**src/rtl/sclf_pkg.sv**
```systemverilog
// Shared types for the stacked-layer coincidence filter.
package sclf_pkg;
    typedef enum logic [1:0] {
        ST_HEAD,   // waiting for both stamp words
        ST_MERGE,  // stepping through both hit lists
        ST_FLUSH,  // consuming what is left of the lists
        ST_MARK    // sending the end-of-event word
    } sclf_state_e;

    typedef enum logic [1:0] {
        CMP_DROP_INNER,
        CMP_DROP_OUTER,
        CMP_PAIR
    } sclf_cmp_e;
endpackage

```
**src/rtl/col_window_cmp.sv**
```systemverilog
// Column window comparator: classifies an inner/outer column pair.
// Assumes unsigned columns; comparisons use two guard bits so no wrap occurs.
module col_window_cmp
    import sclf_pkg::*;
#(
    parameter int COL_W = 8,
    parameter int REACH = 1
) (
    input  logic [COL_W-1:0] inner_col,
    input  logic [COL_W-1:0] outer_col,
    output sclf_cmp_e        verdict
);
    localparam int EXT_W = COL_W + 2;

    logic [EXT_W-1:0] in_x, out_x, reach_x;

    // Widen both columns so that adding the window cannot overflow.
    always_comb begin
        in_x    = {2'b00, inner_col};
        out_x   = {2'b00, outer_col};
        reach_x = EXT_W'(REACH);
    end

    // Pick which hit to drop, or accept the pair.
    always_comb begin
        if (out_x > in_x + reach_x)
            verdict = CMP_DROP_INNER;
        else if (out_x + reach_x < in_x)
            verdict = CMP_DROP_OUTER;
        else
            verdict = CMP_PAIR;
    end
endmodule

```
**src/rtl/coinc_ctrl.sv**
```systemverilog
// Merge controller: accepts the stamp words, steps through both sorted lists
// using the comparator verdict, drains leftovers and sends the event marker.
// Assumes each list is stamp word first, hits ascending, last flag on final word.
module coinc_ctrl
    import sclf_pkg::*;
#(
    parameter int TS_W   = 8,
    parameter int COL_W  = 8,
    parameter int WORD_W = 8
) (
    input  logic              clk,
    input  logic              rst_n,
    input  logic              in_valid,
    output logic              in_ready,
    input  logic [WORD_W-1:0] in_word,
    input  logic              in_last,
    input  logic              ou_valid,
    output logic              ou_ready,
    input  logic [WORD_W-1:0] ou_word,
    input  logic              ou_last,
    input  sclf_cmp_e         verdict,
    output logic              m_valid,
    input  logic              m_ready,
    output logic [TS_W-1:0]   m_stamp,
    output logic [COL_W-1:0]  m_inner,
    output logic [COL_W-1:0]  m_outer,
    output logic              m_eoe,
    output logic              m_err
);
    sclf_state_e       state_q;
    logic              skip_q, idone_q, odone_q, err_q;
    logic [TS_W-1:0]   stamp_q;
    logic              both_v, live, in_pop, ou_pop, inner_end, outer_end;

    // Handshake decode per state.
    always_comb begin
        both_v   = in_valid && ou_valid;
        live     = !idone_q && !odone_q;
        in_ready = 1'b0;
        ou_ready = 1'b0;
        m_valid  = 1'b0;
        m_eoe    = 1'b0;
        unique case (state_q)
            ST_HEAD: begin
                in_ready = both_v;
                ou_ready = both_v;
            end
            ST_MERGE: begin
                if (live && both_v) begin
                    unique case (verdict)
                        CMP_DROP_INNER: in_ready = 1'b1;
                        CMP_DROP_OUTER: ou_ready = 1'b1;
                        default: begin
                            m_valid  = 1'b1;
                            in_ready = m_ready;
                            ou_ready = m_ready;
                        end
                    endcase
                end
            end
            ST_FLUSH: begin
                in_ready = !idone_q;
                ou_ready = !odone_q;
            end
            ST_MARK: begin
                m_valid = 1'b1;
                m_eoe   = 1'b1;
            end
            default: ;
        endcase
    end

    // End-of-list tracking including a pop in this cycle.
    always_comb begin
        in_pop    = in_valid && in_ready;
        ou_pop    = ou_valid && ou_ready;
        inner_end = idone_q || (in_pop && in_last);
        outer_end = odone_q || (ou_pop && ou_last);
    end

    // State, stamp and list-done registers.
    always_ff @(posedge clk) begin
        if (!rst_n) begin
            state_q <= ST_HEAD;
            skip_q  <= 1'b0;
            idone_q <= 1'b0;
            odone_q <= 1'b0;
            err_q   <= 1'b0;
            stamp_q <= '0;
        end else begin
            err_q <= 1'b0;
            unique case (state_q)
                ST_HEAD: begin
                    if (both_v) begin
                        stamp_q <= in_word[TS_W-1:0];
                        idone_q <= in_last;
                        odone_q <= ou_last;
                        if (in_word[TS_W-1:0] != ou_word[TS_W-1:0]) begin
                            err_q   <= 1'b1;
                            skip_q  <= 1'b1;
                            state_q <= ST_FLUSH;
                        end else begin
                            skip_q  <= 1'b0;
                            state_q <= ST_MERGE;
                        end
                    end
                end
                ST_MERGE: begin
                    if (!live) begin
                        state_q <= ST_FLUSH;
                    end else begin
                        idone_q <= inner_end;
                        odone_q <= outer_end;
                    end
                end
                ST_FLUSH: begin
                    idone_q <= inner_end;
                    odone_q <= outer_end;
                    if (inner_end && outer_end)
                        state_q <= skip_q ? ST_HEAD : ST_MARK;
                end
                ST_MARK: begin
                    if (m_ready)
                        state_q <= ST_HEAD;
                end
                default: state_q <= ST_HEAD;
            endcase
        end
    end

    // Output word fields; columns only meaningful while merging.
    always_comb begin
        m_stamp = stamp_q;
        m_inner = (state_q == ST_MERGE) ? in_word[COL_W-1:0] : '0;
        m_outer = (state_q == ST_MERGE) ? ou_word[COL_W-1:0] : '0;
        m_err   = err_q;
    end
endmodule

```
**src/rtl/stacked_coinc_filter.sv**
```systemverilog
// Top level: stacked-layer column coincidence filter.
// Joins the window comparator and the merge controller. Assumes both layers
// carry the same event order and sorted, ascending hit columns.
module stacked_coinc_filter
    import sclf_pkg::*;
#(
    parameter int TS_W  = 8,
    parameter int COL_W = 8,
    parameter int REACH = 1,
    localparam int WORD_W = (TS_W > COL_W) ? TS_W : COL_W
) (
    input  logic              clk,
    input  logic              rst_n,
    input  logic              inr_valid,
    output logic              inr_ready,
    input  logic [WORD_W-1:0] inr_word,
    input  logic              inr_last,
    input  logic              otr_valid,
    output logic              otr_ready,
    input  logic [WORD_W-1:0] otr_word,
    input  logic              otr_last,
    output logic              trk_valid,
    input  logic              trk_ready,
    output logic [TS_W-1:0]   trk_stamp,
    output logic [COL_W-1:0]  trk_inner,
    output logic [COL_W-1:0]  trk_outer,
    output logic              trk_eoe,
    output logic              stamp_err
);
    sclf_cmp_e verdict;

    col_window_cmp #(.COL_W(COL_W), .REACH(REACH)) u_cmp (
        .inner_col (inr_word[COL_W-1:0]),
        .outer_col (otr_word[COL_W-1:0]),
        .verdict   (verdict)
    );

    coinc_ctrl #(.TS_W(TS_W), .COL_W(COL_W), .WORD_W(WORD_W)) u_ctrl (
        .clk      (clk),
        .rst_n    (rst_n),
        .in_valid (inr_valid),
        .in_ready (inr_ready),
        .in_word  (inr_word),
        .in_last  (inr_last),
        .ou_valid (otr_valid),
        .ou_ready (otr_ready),
        .ou_word  (otr_word),
        .ou_last  (otr_last),
        .verdict  (verdict),
        .m_valid  (trk_valid),
        .m_ready  (trk_ready),
        .m_stamp  (trk_stamp),
        .m_inner  (trk_inner),
        .m_outer  (trk_outer),
        .m_eoe    (trk_eoe),
        .m_err    (stamp_err)
    );
endmodule

```
**config.mk**
```make
export PLATFORM = sky130hd
export DESIGN_NAME = stacked_coinc_filter
export DESIGN_NICKNAME = d
export VERILOG_FILES = /design/src/rtl/sclf_pkg.sv /design/src/rtl/col_window_cmp.sv /design/src/rtl/coinc_ctrl.sv /design/src/rtl/stacked_coinc_filter.sv
export SDC_FILE = /design/constraint.sdc
export NUM_CORES = 1
export LEC_CHECK = 0
export BUFFER_PORTS_ARGS = -buffer_cell sky130_fd_sc_hd__buf_2
export CAP_MARGIN = 0
export CORE_ASPECT_RATIO = 0.8
export CORE_UTILIZATION = 46
export DETAILED_ROUTE_END_ITERATION = 8
export PLACE_DENSITY = 0.88
export SYNTH_ARGS = -nofsm -noshare
export SYNTH_HDL_FRONTEND = slang
export SYNTH_HIERARCHICAL = 1
export SYNTH_SLANG_ARGS = --single-unit
```
**constraint.sdc**
```tcl
create_clock -name clk -period 2.85 [get_ports clk]
set_input_delay 0.4275 -clock clk [delete_from_list [all_inputs] [get_ports clk]]
set_output_delay 0.4275 -clock clk [all_outputs]
set_load 0.05 [all_outputs]
```
==> run summary <==
Routed Wire Length: 5.42 mm
CTS buffer count: 3
RSZ-0062 raised after global routing: true
Final min period: 3.36 ns
initial antenna violation count: 0
worst-path cell chain: clkbuf_4 -> and3_4 -> nand2_2 -> nor2_4 -> xnor2_1 -> ha_1 -> o21a_1 -> o21ai_2 -> a32oi_2 -> a211oi_2 -> mux2i_1 -> o311a_1 -> nor2_4 -> buf_8
Max Transition Viols Final: 0
Final Cycle Share: 1.18
Yosys warnings: 6
Layout Area Growth over Synthesis: 58.3%
crit-path leading delay family: compound AO/OA/AOI/OAI gates
largest cells by area after synthesis: ha_1 18%, dfxtp_1 18%, and2_1 6.7%
Routed Antenna Nets: 0
n_diodes: 0
clock transition at the registers of the reported paths: 0.06 ns
# nets final: 349
Worst Path Max Fanout: 4
post-layout util: 0.788
CTS max path bufs: 2
htree depth: 1
syn nets: 251
Final setup viols: 4
first-pass GRT wire length: 7.85 mm
vias per cell: 5.52
failing checks: setup timing
Top Ports: 52
clk_lat worst skew: 0.25 ns
synthesized area per cell: 7.77 um^2
routability cong.: 0.939
Fmax achieved: 298 MHz
pin count of the biggest net entering global routing: 20
GRT Total Usage: 0.284
slowest CP cell: o311a_1
Fin Clk Skew: 0.00755 ns
Die Ht: 54.6 um
pre-CTS WS: -0.631 ns
most frequent cell on the critical path: nor2_4
Mapped Area: 0.00159 mm^2
DR vias: 1889
Starting Density: 0.498
row count: 18
part of the Yosys area used for sequential elements: 0.176
Arrival @ worst endpoint: 2.93 ns
Buffers & Inverters on Critical Path: 2
1st-pass router iterations: 5
clk sinks: 14
status: complete, but fails checks
CTS tree: built
Max-slew headroom: 0.627
largest area contributor in the netlist: ha_1
Synth Flop Type: dfxtp_1
share of layout cells above drive strength 1: 0.427
Overflow after GRT: 0
Post-synth top cells: 24 x nand2_1, 23 x ha_1, 17 x and2_1, 17 x inv_1, 14 x dfxtp_1
final hold slack: 0.457 ns
crit path launch type: input pin
DIE AREA: 0.00370 mm^2
final hold vios: 0
P_leak: 1.24 nW
routed len/inst: 15.9 um
Die W: 67.8 um
CP endpoint kind: output port
Post-synth EDFFs: 0
number of global-route vias before repair: 1710
max incr delay on CP: 0.40 ns
Worst Max-Slew Pin Slew: 0.554 ns
Iter 0 DRT Violations: 198
PnR worst setup slack: -0.510 ns
Mapped Cells: 205
Detailed Place HPWL: 3.75 mm
Hold WC Path Type: reg -> reg
share of the synthesized area in the top cell type: 0.181
critical path class: in -> out
Pwr Density: 559 mW/mm^2
most frequent cell after synthesis: nand2_1
MaxCap Viol Count: 0
fraction of registers with async set or reset after synthesis: 0
Yosys cell types: 46
total core area: 0.00320 mm^2
root buffer cell: clkbuf_8
Buffers on Ports: 51
DRC: 0
maximum VDD drop: 0.413 mV
#FFs+latches synth: 14
Crit path required time: 2.42 ns
## tightest hold or removal path, stage by stage, from the launching register on
cell	delay (ns)
dfxtp_1	0.31
nand2_1	0.05
a21oi_1	0.05
## logic make-up (layout without fill, tap and decap cells)
kind of cell	after synthesis	after routing	synth area share
DFF	14	14	0.176
AOI/OAI and AO/OA	42	42	0.201
muxes	2	2	0.0126
buffers and inverters	21	118	0.0518
adders and majority gates	23	23	0.181
xor gates and xnor gates	20	20	0.110
and+or+nand+nor	83	83	0.268
## through the flow
step	TNS [ns]	std cells	total power (W)	area, um^2
detailed placement	-2.02	330	0.00109	2220
global route	-1.61	342	0.00147	2520
floorplan	-0.306	205	0.000860	1650
finish	-1.31	342	0.00141	2520
global placement	-1.53	330	0.00107	2220
CTS	-0.802	339	0.00134	2440
## area by class of cell
class                   instances  area [um^2]
multi-input cells             170         1410
flip-flops and latches         14          280
repair buffers                 97          658
inverters                      17         63.8
clock buffers                   4         55.1
well taps                      40         50.0
fillers                       214          677
## flip-flops by register name (all words and copies together), names as in the netlist
| register | flops |
|---|---|
| u_ctrl/m_stamp | 8 |
| u_ctrl/odone_q | 1 |
| u_ctrl/idone_q | 1 |
| u_ctrl/skip_q | 1 |
| u_ctrl/m_err | 1 |
| u_ctrl/state_q | 2 |
## what timing repair did
| action | in CTS | in global routing |
|---|---|---|
| gates resized for setup | 32 | 12 |
| setup endpoints to repair | 4 | 5 |
| hold buffers | 0 | 0 |
| pin swaps | 20 | 11 |
| endpoints found under the hold margin | 0 | 0 |
| buffers inserted | 5 | 3 |
## metal layers
metal	share of wire	vias to the layer above	track usage
met4	0.032	0	0.0382
met1	0.43	847	0.350
met3	0.068	22	0.0417
li1	-	916	-
met2	0.47	104	0.533
met5	0	-	0
## cell usage in the layout (no fill, tap or decap), types with 3 or more instances in the layout
cell type / n
inv_1: 17
and2_1: 17
nor2_4: 4
buf_4: 46
clkbuf_8: 4
nand3_1: 7
buf_8: 3
nor2_1: 7
a21o_1: 3
xnor2_1: 9
nand2_1: 22
ha_1: 21
buf_6: 4
buf_2: 43
xor2_1: 11
dfxtp_1: 14
a21oi_1: 11
nor2b_1: 5
## final timing paths
kind / depth (start not counted) / end / start / slack, ns
setup / recovery: 14 / otr_ready / inr_word[2] / -0.51
hold / removal: 2 / u_ctrl/m_stamp[3] / u_ctrl/m_stamp[3] / 0.46
setup reg to reg: 6 / u_ctrl/idone_q / u_ctrl/state_q[1] / 0.78
hold reg to reg: 2 / u_ctrl/m_stamp[3] / u_ctrl/m_stamp[3] / 0.46
## power breakdown
part	switching, W	total (W)	internal (W)
Combinational	0.000578	0.000939	0.000362
Sequential	0.0000399	0.000273	0.000233
Clock	0.0000738	0.000196	0.000122
Power figures use the tool's default switching activity.
